$ cat src/rtl/bnn_xnor_layer.sv
`timescale 1ns/1ps
module bnn_xnor_layer #(
  parameter int N_IN       = 32,
  parameter int N_OUT      = 16,
  parameter bit REGISTERED = 1'b1,
  localparam int CW = $clog2(N_IN) + 1,
  localparam int AW = (N_OUT > 1) ? $clog2(N_OUT) : 1
) (
  input  logic             clk,
  input  logic             rst_n,
  input  logic             wr_en,
  input  logic             wr_kind,
  input  logic [AW-1:0]    wr_addr,
  input  logic [N_IN-1:0]  wr_data,
  input  logic             in_valid,
  input  logic [N_IN-1:0]  in_act,
  output logic             out_valid,
  output logic [N_OUT-1:0] out_act
);

  logic [N_IN-1:0]  w_q [N_OUT];
  logic [CW-1:0]    t_q [N_OUT];
  logic [N_OUT-1:0] fire;

  always_ff @(posedge clk or negedge rst_n) begin
    if (!rst_n) begin
      for (int o = 0; o < N_OUT; o++) begin
        w_q[o] <= '0;
        t_q[o] <= '0;
      end
    end else if (wr_en && int'(wr_addr) < N_OUT) begin
      if (wr_kind) t_q[wr_addr] <= wr_data[CW-1:0];
      else         w_q[wr_addr] <= wr_data;
    end
  end

  for (genvar o = 0; o < N_OUT; o++) begin : g_n
    logic [N_IN-1:0] agree;
    logic [CW-1:0]   cnt;
    assign agree = ~(in_act ^ w_q[o]);
    always_comb begin
      cnt = '0;
      for (int j = 0; j < N_IN; j++) cnt = cnt + CW'(agree[j]);
    end
    assign fire[o] = (cnt >= t_q[o]);

    if (REGISTERED) begin : g_chk
      // a threshold beyond N_IN can never be reached
      a_r3_unreachable: assert property (@(posedge clk) disable iff (!rst_n)
        (in_valid && t_q[o] > CW'(N_IN)) |=> !out_act[o]);
    end
  end

  if (REGISTERED) begin : g_reg
    always_ff @(posedge clk or negedge rst_n) begin
      if (!rst_n) begin
        out_valid <= 1'b0;
        out_act   <= '0;
      end else begin
        out_valid <= in_valid;
        if (in_valid) out_act <= fire;
      end
    end

    a_r5_valid_follows: assert property (@(posedge clk) disable iff (!rst_n)
      in_valid |=> out_valid);
    a_r5_idle_low: assert property (@(posedge clk) disable iff (!rst_n)
      !in_valid |=> !out_valid);
    a_r6_hold: assert property (@(posedge clk) disable iff (!rst_n)
      !in_valid |=> $stable(out_act));
    a_r9_reset_quiet: assert property (@(posedge clk)
      !rst_n |=> !out_valid);
  end else begin : g_comb
    assign out_valid = in_valid & rst_n;
    assign out_act   = out_valid ? fire : '0;
  end

endmodule

$ cat config.mk
export PLATFORM = sky130hd
export DESIGN_NAME = bnn_xnor_layer
export DESIGN_NICKNAME = d
export VERILOG_FILES = /design/src/rtl/bnn_xnor_layer.sv
export SDC_FILE = /design/constraint.sdc
export NUM_CORES = 2
export LEC_CHECK = 0
export CAP_MARGIN = 30
export CORE_UTILIZATION = 35
export CTS_CLUSTER_DIAMETER = 30
export DETAILED_ROUTE_END_ITERATION = 7
export PLACE_DENSITY_LB_ADDON = 0.08
export SLEW_MARGIN = 25
export SYNTH_ARGS = -nofsm -noshare
export SYNTH_HDL_FRONTEND = slang
export SYNTH_SLANG_ARGS = --single-unit
export TNS_END_PERCENT = 100
$ cat constraint.sdc
create_clock -name clk -period 6.3 [get_ports clk]
set_clock_uncertainty 0.1 [all_clocks]
set_input_delay 1.26 -clock clk [delete_from_list [all_inputs] [get_ports clk]]
set_output_delay 1.26 -clock clk [all_outputs]
set_load 0.1 [all_outputs]
[After elaboration in Yosys (flattened, before gate mapping)]
Cells that the tools add are included.
Operators by class
  bitwise operators: 34
  add/subtract/negate cells: 496
  mux-type cells: 6
  $lt $le $gt $ge: 18
  reduce and logical (&&, ||, !) cells: 3
Operator list (count)
  $add A6 B1 Y6: 416
  $bwmux W512: 1
  $not A32 Y32: 16
  $xor A32 B32 Y32: 16
  $demux W32 S4: 1
  $add A5 B1 Y6: 16
  $bwmux W96: 1
  $ge A6 B6 Y1: 16
  $add A4 B1 Y5: 16
  $add A3 B1 Y4: 16
  $add A2 B1 Y3: 16
  $add A1 B1 Y2: 16
  $mux W32: 1
  $demux W6 S4: 1
  $mux W6: 1
  $ge A5 B5 Y1 const B: 1
  $lt A5 B1 Y1 const B: 1
  $not A4 Y5: 1
  $reduce_and A2 Y1: 2
  $logic_and A1 B1 Y1: 1
  $not A1 Y1: 1
Word-level totals
  output and inout bits: 17
  register bits: 625
  input bits: 73

[Logic depth before layout (Yosys ltp)]
  word-level depth: 34
  depth in mapped cells: 21

[Least setup slack after synthesis]
No wires, ideal clock.
  path kind: input-to-reg
  from: in in_act[25]
  to: reg out_act[3]
  required time: 6.068 ns
  setup time: 0.132 ns
  slack: -0.986 ns
  stages on the path: 19
  arrival: 7.054 ns
  path through: clkbuf_1 -> buf_1 -> xor2_1 -> fa_1 -> fa_1 -> fa_1 -> fa_1 -> fa_1 -> fa_1 -> inv_1 -> ha_1 -> fa_1 -> a21o_1 -> a21oi_1 -> xnor2_1 -> ha_1 -> a21o_1 -> a211oi_1 -> o22ai_1
On the way
  word-level cells in the longest chain between the ends: 10
Ends and longest elaborated chain
  from (decl): line 16  | input logic [N_IN-1:0] in_act,
  $xor A32 B32 Y32: line 40  | assign agree = ~(in_act ^ w_q[o]);
  $not A32 Y32: line 40
  $add A6 B1 Y6 (7 in a row): line 43  | for (int j = 0; j < N_IN; j++) cnt = cnt + CW'(agree[j]);
  $ge A6 B6 Y1: line 45  | assign fire[o] = (cnt >= t_q[o]);
  to (signal assigned): line 61  | if (in_valid) out_act <= fire;
  to (decl): line 18  | output logic [N_OUT-1:0] out_act
Every way passes these cells.
A chain may end at the register's enable or synchronous reset.

[Worst setup path after layout]
  from: in in_act[19]
  to: reg out_act[10]
On the way
  word-level cells in the longest chain between the ends: 16
Ends and longest elaborated chain (line)
  $xor A32 B32 Y32: 40
  $not A32 Y32: 40
  $add A6 B1 Y6 (13 in a row): 43
  $ge A6 B6 Y1: 45
Every way passes these cells.

==> flow_metrics.tcl <==
set metrics [dict create \
    status "finished with violations" \
    violations "negative setup slack" \
    die_y_um 349 \
    syn_avg_cell_area_um2 12.5 \
    ios 90 \
    vias 25800 \
    max_stage_delay_ns 0.60 \
    syn_inst 3369 \
    r2r_end "out_act[4]" \
    clk_pin_slew_ns 0.04 \
    synthTopCellsByArea "dfrtp_1, fa_1, mux2_2" \
    grt_setup_unrepaired "true" \
    synthSimpleGateAreaFrac 0.0180 \
    cp_cell_sequence "buf_8, buf_12, buf_12, buf_12, xor2_2, fa_1, fa_2, fa_2, fa_2, fa_1, fa_1, inv_1, ha_2, inv_1, fa_2, nand2b_4, a21oi_2, xor2_1, ha_1, a21o_1, a211oi_2, o22ai_1" \
    ys_seq_elements 625 \
    synth.distinct_cells 35 \
    r2r_cells 19 \
    via_per_inst 4.71 \
    grt_max_degree 116 \
    synthAdderAreaFrac 0.244 \
    core-area_um2 119000 \
    maxCapViolCount 0 \
    place_ws_ns -1.32 \
    synth_top_area_share 0.371 \
    drt_iter0_markers 1097 \
    std_cell_rows 126 \
    timing.rr.start "w_q[373]" \
    crit_top_cell "fa_2" \
    synth_top_family_by_area "adder cells" \
    grt_pass1_wl_mm 193 \
    relSlewSlack 0.310 \
    setup.worst_path.end_class "flip-flop" \
    yosysTopAreaCell "dfrtp_1" \
    slowest_stage "fa_2" \
    drv_slew 0 \
    worst_skew_pair.late_latency_ns 0.79 \
    synth_xor_area_frac 0.116 \
    dieArea_um2 122000 \
    grtUsageTotal 0.218 \
    fin_crit_ns 6.38 \
    synth_fp_nets 4034 \
    hp-class "input pin to asynchronous set/reset pin" \
    synthesis.area_um2 42200 \
    drt-total-wl_mm 129 \
    gp_congestion 0.827 \
    h-tree-depth 4 \
    cts_tree "done" \
    seq_area_frac_synth 0.371 \
    wl_per_cell_um 23.6 \
    setup_viol_count_final 5 \
    worstMarginPinSlew_ns 1.03 \
    first_pass_iters 5 \
    drive_above_1_share 0.369 \
    cts_buffers 189 \
    syn_to_final_growth_pct 31.8 \
    hold_buffers 0 \
    clk_path_buf_depth 3 \
    grt_pass1_vias 29200 \
    cts_root_buf "clkbuf_16" \
    hpwl_mm 88.2 \
    clkSinkCount 625 \
    post-route-period-util 1.01 \
    hold_violations 0 \
    diodes 0 \
    start_util 0.355 \
    ff2ff_setup_slack_ns 0.41 \
    gr-total-overflow 0 \
    cp_max_fo 3 \
    max_freq_mhz 157 \
    worst-setup-path-type "input pin to flip-flop" \
    antenna_left 0 \
    port_buffers 89 \
    synth_compound_area_frac 0.0262 \
    arrival_ns 6.94 \
    setup_ws_ns -0.0814 \
    antenna_found_initial 4 \
    drcViolationCount 0 \
    muxShareOfSynthArea 0.162 \
    die_w_um 349 \
    final_util 0.468 \
    critPathLaunchType "input pin" \
    nets 4400 \
    yosysWarningCount 0 \
    cp.required_ns 6.86 \
]
-- layer usage --
metal	track usage	routed length (um)	up-vias	part of all wire
met1	0.303	61200	13600	0.47
met5	0	0	-	0
met2	0.333	57800	519	0.45
li1	-	-	11500	-
met4	0.0879	4420	0	0.034
met3	0.0443	5770	230	0.045
-- Yosys cell counts (all sizes together) --
master     n
a211oi    14
a21boi    13
a21o      35
a21oi     32
a221oi     2
a22o       2
a31oi     14
and4bb     3
buf       84
clkbuf    81
dfrtp    625
fa       384
ha       208
inv      509
mux2     608
nand2     32
nand2b    28
nand3     15
nand4      1
nand4b     3
nor2      55
nor2b      4
nor3       4
nor4       2
nor4b      1
o2111ai   16
o21a      15
o21ai      3
o22ai     14
or3b       2
xnor2    163
xor2     397
-- placed cells by master (no fill, tap or decap), types with 35 or more instances in the layout --
cell type	netlist	routed
a21o_1	35	35
buf_12	0	72
buf_4	0	154
clkbuf_1	81	38
clkbuf_16	0	189
clkdlybuf4s50_1	0	69
dfrtp_1	625	625
fa_1	384	321
fa_2	0	63
ha_1	208	191
inv_1	509	496
mux2_2	596	596
nor2_1	55	52
xnor2_1	163	138
xor2_1	397	322
xor2_2	0	71
-- logic make-up after synthesis --
kind of cell	after synthesis
buffers and inverters	674
flip-flops	625
multiplexers	608
adder cells (fa/ha/maj)	592
XOR/XNOR	560
AO/OA/AOI/OAI	160
AND/OR/NAND/NOR	150
-- worst max-delay path, delay by kind of cell --
kind / cells / cell delay, ns
fa+ha+maj: 9 / 3.92
buf+inv: 6 / 0.61
xor+xnor: 2 / 0.38
simple gates: 1 / 0.15
compound gates: 4 / 0.58
-- stage by stage --
stage / setup TNS [ns] / hold slack [ns] / std cells / cell area [um^2]
global route: -1.96 / 0.271 / 5487 / 55600
finish: -0.259 / 0.279 / 5487 / 55600
CTS: -0.295 / 0.403 / 5461 / 54700
detailed placement: -19.62 / 0.393 / 5061 / 46900
global placement: -18.49 / 0.388 / 5049 / 46700
floorplan: -4.23 / 0.378 / 3369 / 43100
-- how the worst max path moves through the flow --
stage / from / endpoint / slack, ns / depth (start not counted)
finish: in_act[19] / out_act[10] / -0.08 / 22
CTS: in_act[9] / out_act[8] / -0.11 / 23
global route: in_act[19] / out_act[6] / -0.22 / 22
detailed placement: in_act[27] / out_act[1] / -1.32 / 19
floorplan: in_act[0] / out_act[3] / -0.31 / 20
global placement: in_act[21] / out_act[10] / -1.25 / 20
-- timing repair --
item	CTS	global route
setup endpoints to repair	16	16
endpoints found under the hold margin	0	0
pin swaps	110	128
resized for setup	167	117
cloned	12	0
setup buffers	46	23
-- cell type report --
cell class	instances	area [um^2]
inverter	509	1910
timing repair buffer	340	4090
sequential	625	15600
clock buffer	260	5330
clock inverter	83	1250
multi-input combinational	2070	25400
tap	1600	2000
fill	10500	63100
-- state kept, by name, indices dropped and copies added, names as in the netlist --
| register | count |
|---|---|
| t_q | 96 |
| out_valid | 1 |
| w_q | 512 |
| out_act | 16 |
Power is left out: the tool's default activity adds up to more than one toggle a clock period on the data nets, which glitch-free logic cannot reach.
